<file path="src/rtl/ep_pkg.sv">
package ep_pkg;
  typedef enum logic [2:0] {
    ST_IDLE,
    ST_ADDR,
    ST_PIPE,
    ST_SLOW,
    ST_HOLD,
    ST_GAP
  } ep_state_e;
endpackage

</file>
<file path="src/rtl/ep_bank_decode.sv">
module ep_bank_decode #(
  parameter int ADDR_W  = 32,
  parameter int FIELD_W = 4,
  parameter int N_BANKS = 4,
  localparam int IDX_W  = (N_BANKS > 1) ? $clog2(N_BANKS) : 1
) (
  input  logic [ADDR_W-1:0]  addr_i,
  output logic [N_BANKS-1:0] sel_o,
  output logic               hit_o,
  output logic [IDX_W-1:0]   idx_o
);
  logic [FIELD_W-1:0] field;
  assign field = addr_i[ADDR_W-1 -: FIELD_W];

  for (genvar b = 0; b < N_BANKS; b++) begin : g_sel
    assign sel_o[b] = (field == FIELD_W'(b));
  end

  assign hit_o = |sel_o;

  always_comb begin
    idx_o = '0;
    for (int b = 0; b < N_BANKS; b++)
      if (sel_o[b]) idx_o = IDX_W'(b);
  end
endmodule

</file>
<file path="src/rtl/ep_lane_steer.sv">
module ep_lane_steer #(
  parameter int WORD_W = 32,
  localparam int BUS_W = 2 * WORD_W
) (
  input  logic              bus64_i,
  input  logic              odd_i,
  input  logic [WORD_W-1:0] wdata_i,
  input  logic [BUS_W-1:0]  bus_rd_i,
  output logic [BUS_W-1:0]  bus_wr_o,
  output logic [1:0]        lane_en_o,
  output logic [WORD_W-1:0] rdata_o
);
  logic use_hi;
  assign use_hi    = bus64_i && odd_i;
  assign lane_en_o = use_hi ? 2'b10 : 2'b01;
  assign bus_wr_o  = use_hi ? {wdata_i, {WORD_W{1'b0}}} : {{WORD_W{1'b0}}, wdata_i};
  assign rdata_o   = use_hi ? bus_rd_i[BUS_W-1:WORD_W] : bus_rd_i[WORD_W-1:0];
endmodule

</file>
<file path="src/rtl/ep_cycle_ctr.sv">
module ep_cycle_ctr #(
  parameter int CNT_W = 8
) (
  input  logic             clk_i,
  input  logic             rst_ni,
  input  logic             clr_i,
  input  logic             inc_i,
  output logic [CNT_W-1:0] cnt_o
);
  // clear loads 1 so the count equals the cycle number within a phase
  always_ff @(posedge clk_i or negedge rst_ni) begin
    if (!rst_ni)    cnt_o <= '0;
    else if (clr_i) cnt_o <= CNT_W'(1);
    else if (inc_i) cnt_o <= cnt_o + CNT_W'(1);
  end
endmodule

</file>
<file path="src/rtl/ext_port_ctrl.sv">
module ext_port_ctrl
  import ep_pkg::*;
#(
  parameter int ADDR_W  = 32,
  parameter int WORD_W  = 32,
  parameter int N_BANKS = 4,
  parameter int FIELD_W = 4,
  parameter int DEPTH_W = 2,
  parameter int IDLE_W  = 2,
  parameter int TIMEOUT = 255,
  localparam int BUS_W  = 2 * WORD_W,
  localparam int IDX_W  = (N_BANKS > 1) ? $clog2(N_BANKS) : 1,
  localparam int CNT_W  = $clog2(TIMEOUT + 1)
) (
  input  logic                       clk_i,
  input  logic                       rst_ni,
  input  logic                       cfg_bus64_i,
  input  logic [N_BANKS-1:0]         cfg_slow_i,
  input  logic [N_BANKS*DEPTH_W-1:0] cfg_depth_i,
  input  logic [N_BANKS*IDLE_W-1:0]  cfg_idle_i,
  input  logic                       req_valid_i,
  output logic                       req_ready_o,
  input  logic                       req_write_i,
  input  logic [ADDR_W-1:0]          req_addr_i,
  input  logic [WORD_W-1:0]          req_wdata_i,
  output logic                       rsp_valid_o,
  output logic                       rsp_err_o,
  output logic [WORD_W-1:0]          rsp_rdata_o,
  output logic [ADDR_W-1:0]          ext_addr_o,
  output logic [N_BANKS-1:0]         ext_bsel_o,
  output logic                       ext_strobe_o,
  output logic                       ext_we_o,
  output logic [1:0]                 ext_lane_en_o,
  output logic [BUS_W-1:0]           ext_data_o,
  output logic                       ext_data_oe_o,
  input  logic [BUS_W-1:0]           ext_data_i,
  input  logic                       ext_ack_i
);
  ep_state_e state_q, state_d;

  logic [ADDR_W-1:0]  addr_q;
  logic [WORD_W-1:0]  wdata_q;
  logic               write_q;
  logic [N_BANKS-1:0] sel_q;
  logic               slow_q;
  logic [DEPTH_W:0]   depth_q;
  logic [IDLE_W-1:0]  idle_q;
  logic               bus64_q;
  logic               rsp_valid_q, rsp_err_q;
  logic [WORD_W-1:0]  rdata_q;

  logic [N_BANKS-1:0] dec_sel;
  logic               dec_hit;
  logic [IDX_W-1:0]   dec_idx;

  logic [BUS_W-1:0]   steer_wr;
  logic [1:0]         steer_lane;
  logic [WORD_W-1:0]  steer_rd;

  logic [CNT_W-1:0]   cnt;
  logic               ctr_clr, ctr_inc;
  logic               fire, fin, cap, tout, active;

  ep_bank_decode #(
    .ADDR_W (ADDR_W),
    .FIELD_W(FIELD_W),
    .N_BANKS(N_BANKS)
  ) u_dec (
    .addr_i(req_addr_i),
    .sel_o (dec_sel),
    .hit_o (dec_hit),
    .idx_o (dec_idx)
  );

  ep_lane_steer #(.WORD_W(WORD_W)) u_steer (
    .bus64_i  (bus64_q),
    .odd_i    (addr_q[0]),
    .wdata_i  (wdata_q),
    .bus_rd_i (ext_data_i),
    .bus_wr_o (steer_wr),
    .lane_en_o(steer_lane),
    .rdata_o  (steer_rd)
  );

  ep_cycle_ctr #(.CNT_W(CNT_W)) u_ctr (
    .clk_i (clk_i),
    .rst_ni(rst_ni),
    .clr_i (ctr_clr),
    .inc_i (ctr_inc),
    .cnt_o (cnt)
  );

  assign fire = req_valid_i && (state_q == ST_IDLE);

  always_comb begin
    state_d = state_q;
    ctr_clr = 1'b0;
    ctr_inc = 1'b0;
    fin     = 1'b0;
    cap     = 1'b0;
    tout    = 1'b0;
    unique case (state_q)
      ST_IDLE: if (fire && dec_hit) begin
        state_d = cfg_slow_i[dec_idx] ? ST_SLOW : ST_ADDR;
        ctr_clr = 1'b1;
      end
      ST_ADDR: begin
        state_d = ST_PIPE;
        ctr_clr = 1'b1;
      end
      ST_PIPE: begin
        if (cnt == CNT_W'(depth_q)) begin
          fin = 1'b1;
          cap = 1'b1;
        end else begin
          ctr_inc = 1'b1;
        end
      end
      ST_SLOW: begin
        if (ext_ack_i) begin
          state_d = ST_HOLD;
          cap     = 1'b1;
        end else if (cnt == CNT_W'(TIMEOUT)) begin
          state_d = ST_HOLD;
          tout    = 1'b1;
        end else begin
          ctr_inc = 1'b1;
        end
      end
      ST_HOLD: fin = 1'b1;
      ST_GAP: begin
        if (cnt == CNT_W'(idle_q)) state_d = ST_IDLE;
        else                       ctr_inc = 1'b1;
      end
      default: state_d = ST_IDLE;
    endcase
    if (fin) begin
      state_d = (idle_q == '0) ? ST_IDLE : ST_GAP;
      ctr_clr = 1'b1;
    end
  end

  always_ff @(posedge clk_i or negedge rst_ni) begin
    if (!rst_ni) begin
      state_q     <= ST_IDLE;
      addr_q      <= '0;
      wdata_q     <= '0;
      write_q     <= 1'b0;
      sel_q       <= '0;
      slow_q      <= 1'b0;
      depth_q     <= '0;
      idle_q      <= '0;
      bus64_q     <= 1'b0;
      rsp_valid_q <= 1'b0;
      rsp_err_q   <= 1'b0;
      rdata_q     <= '0;
    end else begin
      state_q     <= state_d;
      rsp_valid_q <= 1'b0;
      if (fire) begin
        rdata_q <= '0;
        if (dec_hit) begin
          addr_q    <= req_addr_i;
          wdata_q   <= req_wdata_i;
          write_q   <= req_write_i;
          sel_q     <= dec_sel;
          slow_q    <= cfg_slow_i[dec_idx];
          depth_q   <= {1'b0, cfg_depth_i[dec_idx*DEPTH_W +: DEPTH_W]} + 1'b1;
          idle_q    <= cfg_idle_i[dec_idx*IDLE_W +: IDLE_W];
          bus64_q   <= cfg_bus64_i;
          rsp_err_q <= 1'b0;
        end else begin
          rsp_valid_q <= 1'b1;
          rsp_err_q   <= 1'b1;
        end
      end
      if (cap && !write_q) rdata_q <= steer_rd;
      if (tout)            rsp_err_q <= 1'b1;
      if (fin)             rsp_valid_q <= 1'b1;
    end
  end

  assign active = (state_q == ST_ADDR) || (state_q == ST_PIPE) ||
                  (state_q == ST_SLOW) || (state_q == ST_HOLD);

  assign req_ready_o   = (state_q == ST_IDLE);
  assign rsp_valid_o   = rsp_valid_q;
  assign rsp_err_o     = rsp_err_q;
  assign rsp_rdata_o   = rdata_q;
  assign ext_addr_o    = active ? addr_q : '0;
  assign ext_bsel_o    = active ? sel_q : '0;
  assign ext_strobe_o  = (state_q == ST_ADDR) || (state_q == ST_SLOW);
  assign ext_we_o      = active && write_q;
  assign ext_data_oe_o = active && write_q;
  assign ext_lane_en_o = active ? steer_lane : 2'b00;
  assign ext_data_o    = ext_data_oe_o ? steer_wr : '0;

  a_r1_bsel_onehot: assert property (@(posedge clk_i) disable iff (!rst_ni)
    $onehot0(ext_bsel_o));

  a_r1_strobe_has_bank: assert property (@(posedge clk_i) disable iff (!rst_ni)
    ext_strobe_o |-> ($countones(ext_bsel_o) == 1));

  a_r2_unmapped_err: assert property (@(posedge clk_i) disable iff (!rst_ni)
    (req_valid_i && req_ready_o && !dec_hit) |=> (rsp_valid_o && rsp_err_o && !ext_strobe_o));

  a_r4_single_lane: assert property (@(posedge clk_i) disable iff (!rst_ni)
    ext_data_oe_o |-> $onehot(ext_lane_en_o));

  a_r5_pipe_one_strobe: assert property (@(posedge clk_i) disable iff (!rst_ni)
    (ext_strobe_o && !slow_q) |=> !ext_strobe_o);

  a_r6_hold_after_ack: assert property (@(posedge clk_i) disable iff (!rst_ni)
    (state_q == ST_SLOW && ext_ack_i) |=> (!ext_strobe_o && ext_bsel_o != '0));

  a_r8_rsp_bus_quiet: assert property (@(posedge clk_i) disable iff (!rst_ni)
    rsp_valid_o |-> (!ext_strobe_o && !ext_data_oe_o));
endmodule

</file>
<file path="config.mk">
export PLATFORM = sky130hd
export DESIGN_NAME = ext_port_ctrl
export DESIGN_NICKNAME = d
export VERILOG_FILES = /design/src/rtl/ep_pkg.sv /design/src/rtl/ep_bank_decode.sv /design/src/rtl/ep_lane_steer.sv /design/src/rtl/ep_cycle_ctr.sv /design/src/rtl/ext_port_ctrl.sv
export SDC_FILE = /design/constraint.sdc
export NUM_CORES = 1
export LEC_CHECK = 0
export BUFFER_PORTS_ARGS = -buffer_cell sky130_fd_sc_hd__clkbuf_2
export CAP_MARGIN = 20
export CORE_MARGIN = 2
export CORE_UTILIZATION = 44
export CTS_BUF_LIST = sky130_fd_sc_hd__clkbuf_8
export DETAILED_ROUTE_END_ITERATION = 6
export PLACE_DENSITY_LB_ADDON = 0.25
export REMOVE_ABC_BUFFERS = 1
export SLEW_MARGIN = 20
export SYNTH_ARGS = -nofsm -noshare
export SYNTH_HDL_FRONTEND = slang
export SYNTH_SLANG_ARGS = --single-unit
</file>
<file path="constraint.sdc">
create_clock -name clk_i -period 1.8 [get_ports clk_i]
set_input_delay 0.36 -clock clk_i [delete_from_list [all_inputs] [get_ports clk_i]]
set_output_delay 0.36 -clock clk_i [all_outputs]
set_load 0.01 [all_outputs]
</file>
==> impl_metrics.yaml, run 1 <==
die:
  dieArea_sq_um: 15160
  start_util: 0.4498
  fp.dieH_um: 123.1
  io_pins: 294
  rows: 43
  core_area_sq_um: 13880
  die_x_um: 123.1
global_route:
  grt_overflow: 0
  track_usage: 0.2398
  grt_pass1_wl_um: 27790
  grt_max_degree: 67
  grt_pass1_vias: 5633
  antenna_found_initial: 0
cts:
  clock_latency_ns: 0.46
  path_clk_slew_ns: 0.08
  cts_tree: "built"
  numCtsBuffers: 17
  cts.sinks: 120
  cts_root_buffer: "clkbuf_8"
  cts_htree_levels: 4
  clk_path_buf_depth: 2
critical_path:
  crit_path_top_delay_cell: "dfrtp_1"
  r2r-end: "u_ctr.cnt_o[1]$_DFFE_PN0P_"
  r2r_cells: 6
  timing.rr.start: "u_ctr.cnt_o[4]$_DFFE_PN0P_"
  worstPathRequired_ns: 1.44
  worstPathMaxFanout: 8
  startpoint: "state_q[0]$_DFFE_PN0P_"
  crit_end: "ext_data_o[7]"
  slowest_delay_ns: 0.42
  arrival_ns: 1.96
  critPathLaunchType: "flop"
  crit_type: "reg2out"
  cp-end-kind: "output pin"
  path_cells: "nor2_4 -> xnor2_2 -> and2_4 -> buf_4 -> buf_6 -> clkbuf_16 -> and3_1 -> buf_2"
  reg2reg_slack_ns: -0.29
run_status:
  status: "complete, but fails checks"
  violations: "negative setup slack"
yosys:
  synth_edf_count: 0
  ys_seq_area_frac: 0.4810
  ys_ff_latch: 120
  synth.distinct_cells: 51
  synthFlopType: "dfrtp_1"
  syn_inst: 560
  syn-cell-area_sq_um: 6243
  yosysMostFrequentCell: "dfrtp_1"
  avgSynthCellArea_sq_um: 11.15
  synth_common_cells: "dfrtp_1 (120), mux2i_1 (74), and2_1 (71)"
  async_flop_share: 1.000
  synth.largest_area_cell: "dfrtp_1"
  ys_top_cells_by_area: "dfrtp_1 (48%), mux2_2 (12%), mux2i_1 (12%)"
  synth_top_area_share: 0.4810
  yosys_warnings: 0
timing:
  slew_viol_final: 0
  fmax_ghz: 0.4302
  finalHoldViolCount: 0
  min_period_over_period: 1.291
  tightest_slew_ns: 0.5805
  fin_crit_ns: 2.324
  fin_tns_setup_ns: -64.10
  holdWs_ns: 0.1341
  setup_ws_ns: -0.5244
  setup_viol_count_final: 218
  fin_worst_skew_ns: 0.01301
  rsz0062_at_grt: "true"
  slew_headroom: 0.6100
detailed_routing:
  drcViolationCount: 0
  ant_nets: 0
  routed_wirelength_um: 20300
  drt-vias-per-instance: 5.335
  firstDrtPassIters: 5
  drtIter0Drc: 269
  routedWlPerCell_um: 18.46
  via_count: 5868
place:
  place_area_sq_um: 8155
  gp_congestion: 0.8854
  post-dp-hpwl_um: 12310
  port_buffers: 293
  dpl.cell_count: 1029
cells_and_area:
  fin_cells: 1100
  fin_area_sq_um: 9818
  area_growth_pct: 57.25
  drive_above_1_share: 0.5902
  finalNetCount: 1065
  fill_cells: 961
  diodes: 0
min_path:
  min_path_type: "in2reg"
power:
  power_density_nw_per_um2: 1873
  cellLeakagePower_nw: 5.487
  p_total_mw: 18.39
  ir_drop_uv: 1497
job:
  cap_violations: 0
-- cells by family after synthesis --
kind of cell / after synthesis / share of synthesized area
flip-flops: 120 / 0.4810
multiplexers: 143 / 0.2431
AND/OR/NAND/NOR: 203 / 0.1830
XOR/XNOR: 7 / 0.009820
buffers and inverters: 43 / 0.03306
adder cells (fa/ha/maj): 2 / 0.004007
AO/OA/AOI/OAI: 42 / 0.04609
-- area by class of cell --
class / instances / area (sq um) / area share
inverters: 1 / 3.754 / 0.0003823
well taps: 180 / 225.2 / 0.02294
multi-input cells: 398 / 3318 / 0.3380
flip-flops and latches: 120 / 3005 / 0.3061
clock buffers: 20 / 275.3 / 0.02804
repair buffers: 371 / 2863 / 0.2916
clock inverters: 10 / 127.6 / 0.01300
-- worst max-delay path: cells and delay by family (launching register included) --
family | cells | cell delay, ns
xor+xnor | 1 | 0.07
buf+inv | 4 | 0.53
flops | 1 | 0.42
simple gates | 3 | 0.47
-- cells in the final DEF, fill, tap and decap left out, types with 3 or more instances in the layout --
| master | n |
|---|---|
| and2_1 | 34 |
| xnor2_1 | 3 |
| and3_1 | 30 |
| mux2i_1 | 73 |
| and3_4 | 5 |
| dfrtp_1 | 118 |
| buf_2 | 57 |
| and2_4 | 38 |
| buf_12 | 20 |
| a31oi_1 | 4 |
| buf_4 | 36 |
| nor2_1 | 9 |
| clkbuf_16 | 6 |
| o21ai_0 | 11 |
| buf_16 | 4 |
| buf_6 | 48 |
| o21ai_2 | 4 |
| nor3_1 | 3 |
| buf_8 | 10 |
| a21oi_1 | 3 |
| bufinv_16 | 3 |
| nand2b_1 | 3 |
| nor2b_1 | 5 |
| nand2_1 | 46 |
| nand3_1 | 8 |
| mux2_2 | 68 |
| clkinv_2 | 5 |
| or3_4 | 3 |
| clkbuf_2 | 189 |
| clkbuf_8 | 20 |
| xor2_1 | 3 |
-- through the flow --
| step | util | setup slack [ns] |
|---|---|---|
| 2_1_floorplan | - | -2.046 |
| 6_report | 0.7073 | -0.5244 |
| 3_5_place_dp | 0.5875 | -0.1252 |
| 4_1_cts | 0.6593 | -0.5290 |
| 3_3_place_gp | 0.5875 | -0.08792 |
| 5_1_grt | 0.7073 | -0.6278 |
-- sequential cells by signal, summed over array words and instances (netlist names) --
signal,flops
rsp_rdata_o,32
write_q,1
wdata_q,32
state_q,3
bus64_q,1
u_ctr.cnt_o,8
depth_q,3
sel_q,4
rsp_valid_o,1
idle_q,2
rsp_err_o,1
addr_q,32
-- worst min-delay path by stage --
| stage | end | from | cells after the start | slack (ns) |
|---|---|---|---|---|
| 2_1_floorplan | addr_q[0]$_DFFE_PN0N_ | rst_ni | 0 | 0.06 |
| 3_3_place_gp | depth_q[1]$_DFFE_PN0N_ | rst_ni | 1 | 0.18 |
| 3_5_place_dp | depth_q[1]$_DFFE_PN0N_ | rst_ni | 1 | 0.19 |
| 4_1_cts | addr_q[26]$_DFFE_PN0N_ | req_addr_i[26] | 2 | 0.12 |
| 5_1_grt | addr_q[12]$_DFFE_PN0N_ | req_addr_i[12] | 2 | 0.12 |
| 6_report | addr_q[23]$_DFFE_PN0N_ | req_addr_i[23] | 2 | 0.13 |
-- power breakdown --
| part | leakage, nW | switching, mW | internal [mW] | total (mW) |
|---|---|---|---|---|
| clock | 0.215 | 1.09 | 1.45 | 2.53 |
| sequential | 1.52 | 0.840 | 3.89 | 4.73 |
| combinational | 3.76 | 4.72 | 6.41 | 11.1 |
| total | 5.49 | 6.65 | 11.7 | 18.4 |
-- per-layer routing --
metal,track usage,wire length [um],vias to the layer above
li1,-,-,2662
met1,0.2692,7669,2944
met2,0.4351,10980,225
met3,0.06504,1221,37
met4,0.08452,427,0
met5,0,0,-
-- repair_timing --
item / in CTS / in global routing
setup endpoints to repair: 147 / 197
pin swaps: 24 / 28
resized for setup: 63 / 210
hold buffers: 1 / 0
cloned: 11 / 10
setup buffers: 8 / 19
hold endpoints to repair: 95 / 0
(Power assumes the default switching activity.)
==> run 2, diff against run 1 <==
==> constraint.sdc (replaced) <==
create_clock -name clk_i -period 1.8 [get_ports clk_i]
set_input_delay 0.27 -clock clk_i [delete_from_list [all_inputs] [get_ports clk_i]]
set_output_delay 0.27 -clock clk_i [all_outputs]
set_load 0.01 [all_outputs]
==> run 2 against run 1 <==
Effect of this change: the run still ends with negative setup slack left; via count is 6.5% lower; fmax is 6.3% higher; global-route usage down 1.4 points; flip-flop and latch count did not move; first-iteration DRC count grew 1.9%; wire length shrank 13%; count of clock-buffer cells in the layout shrank 1; highest routed layer unchanged; total power decreased by 19%.
==> impl_metrics.yaml, run 2 (synthesis results as in run 1) <==
place:
  gp_congestion: 0.8630
  post-dp-hpwl_um: 12410
  place_ws_ns: -0.1358
  port_buffers: 293
timing:
  setup_viol_count_final: 146
  holdWs_ns: 0.05071
  min_period_over_period: 1.214
  fin_crit_ns: 2.186
  rsz0062_at_grt: "true"
  fin_worst_skew_ns: 0.01058
  setup_ws_ns: -0.3858
  fmax_ghz: 0.4575
  slew_viol_final: 0
  tightest_slew_ns: 0.6719
  slew_headroom: 0.5520
  finalHoldViolCount: 0
cells_and_area:
  fill_cells: 1111
  post-route-util: 0.6476
  drive_above_1_share: 0.5307
  area_growth_pct: 43.99
  layout_commonest_cell: "clkbuf_2"
  finalNetCount: 1040
  diodes: 0
  final_cell_mix: "clkbuf_2 (256), dfrtp_1 (118), mux2i_1 (73)"
die:
  core_area_sq_um: 13880
  io_pins: 294
  rows: 43
  start_util: 0.4498
  dieArea_sq_um: 15160
  fp.dieH_um: 123.1
  die_x_um: 123.1
global_route:
  grt_overflow: 0
  antenna_found_initial: 0
  track_usage: 0.2256
  grt_max_degree: 121
  grt_pass1_vias: 5452
  grt_pass1_wl_um: 26250
power:
  power_density_nw_per_um2: 1662
  ir_drop_uv: 965.4
  p_total_mw: 14.94
  cellLeakagePower_nw: 5.097
detailed_routing:
  drcViolationCount: 0
  drtIter0Drc: 274
  routed_wirelength_um: 17710
  via_count: 5485
  routedWlPerCell_um: 16.44
  firstDrtPassIters: 5
  ant_nets: 0
  drt-vias-per-instance: 5.093
cts:
  numCtsBuffers: 17
  clk_path_buf_depth: 2
  cts.sinks: 120
  path_clk_slew_ns: 0.08
  cts_root_buffer: "clkbuf_8"
  cts_tree: "built"
  clock_latency_ns: 0.45
  cts_htree_levels: 4
critical_path:
  critPathLaunchType: "flop"
  crit_type: "reg2out"
  arrival_ns: 1.92
  cp-end-kind: "output pin"
  worstPathRequired_ns: 1.53
  worstPathMaxFanout: 16
min_path:
  min_path_type: "in2reg"
run_status:
  status: "complete, but fails checks"
  violations: "negative setup slack"
job:
  cap_violations: 0
==> run 2: cell types whose count changed in the layout (fill, tap and decap cells not counted), sizes merged <==
| cell | delta |
|---|---|
| inv | +2 |
| clkinv | -3 |
| bufinv | +1 |
| clkinvlp | +3 |
| buf | -88 |
| clkbuf | +62 |
==> run 2: final cells by class <==
type,instances,area (sq um),area share
inverter,1,3.754,0.0004175
tap,180,225.2,0.02505
timing repair buffer,346,2097,0.2333
sequential,120,3005,0.3343
clock buffer,19,261.5,0.02909
clock inverter,13,177.7,0.01976
multi-input combinational,398,3219,0.3581
==> run 2: path summary, 6_finish.rpt <==
check                                                 from                           to  slack [ns]  cells past startpoint
worst min-delay path                         req_addr_i[6]        addr_q[6]$_DFFE_PN0N_        0.05                      2
max in group asynchronous                           rst_ni   rsp_rdata_o[9]$_DFFE_PN0P_        0.83                      3
worst min register to register        sel_q[0]$_DFFE_PN0N_         sel_q[0]$_DFFE_PN0N_        0.47                      2
worst max-delay path                state_q[1]$_DFFE_PN0P_               ext_data_o[62]       -0.39                      7
min in group asynchronous                           rst_ni       depth_q[1]$_DFFE_PN0N_        0.42                      3
worst max register to register  u_ctr.cnt_o[4]$_DFFE_PN0P_  rsp_rdata_o[12]$_DFFE_PN0P_       -0.30                      7
==> run 2: per-stage QoR <==
stage / cell area [sq um] / setup TNS, ns / std cells
2_1_floorplan: 6041 / -295.55 / 518
3_3_place_gp: 8110 / -2.839 / 1028
3_5_place_dp: 8110 / -4.332 / 1028
4_1_cts: 8827 / -41.03 / 1071
5_1_grt: 8990 / -53.27 / 1077
6_report: 8990 / -39.00 / 1077
==> run 2: layer usage <==
layer / part of all wire / vias to the layer above / global-route usage
met4: 0.018 / 0 / 0.09020
met3: 0.069 / 26 / 0.06827
met5: 0 / - / 0
met1: 0.38 / 2653 / 0.2515
met2: 0.53 / 200 / 0.4008
li1: - / 2606 / -
==> run 2: worst max-delay path: stages, from the launching register on <==
cell and delay, ns:
dfrtp_1 0.41, nor2_4 0.14, xnor2_2 0.12, and2_4 0.16, and3_4 0.24, buf_12 0.15, and2_1 0.13, buf_2 0.12
==> run 2: repair_timing <==
action                     in CTS  in global routing
hold endpoints to repair      120                  0
gates resized for setup        31                 61
setup buffers                   6                  8
setup endpoints to repair     148                148
gates cloned                    5                  1
pin swaps                      11                 14
hold buffers                    1                  0
==> run 2: where the power goes <==
part,total [mW],internal (mW),switching (mW)
clock network,2.67,1.57,1.10
registers,4.62,3.88,0.734
logic,7.65,3.77,3.88
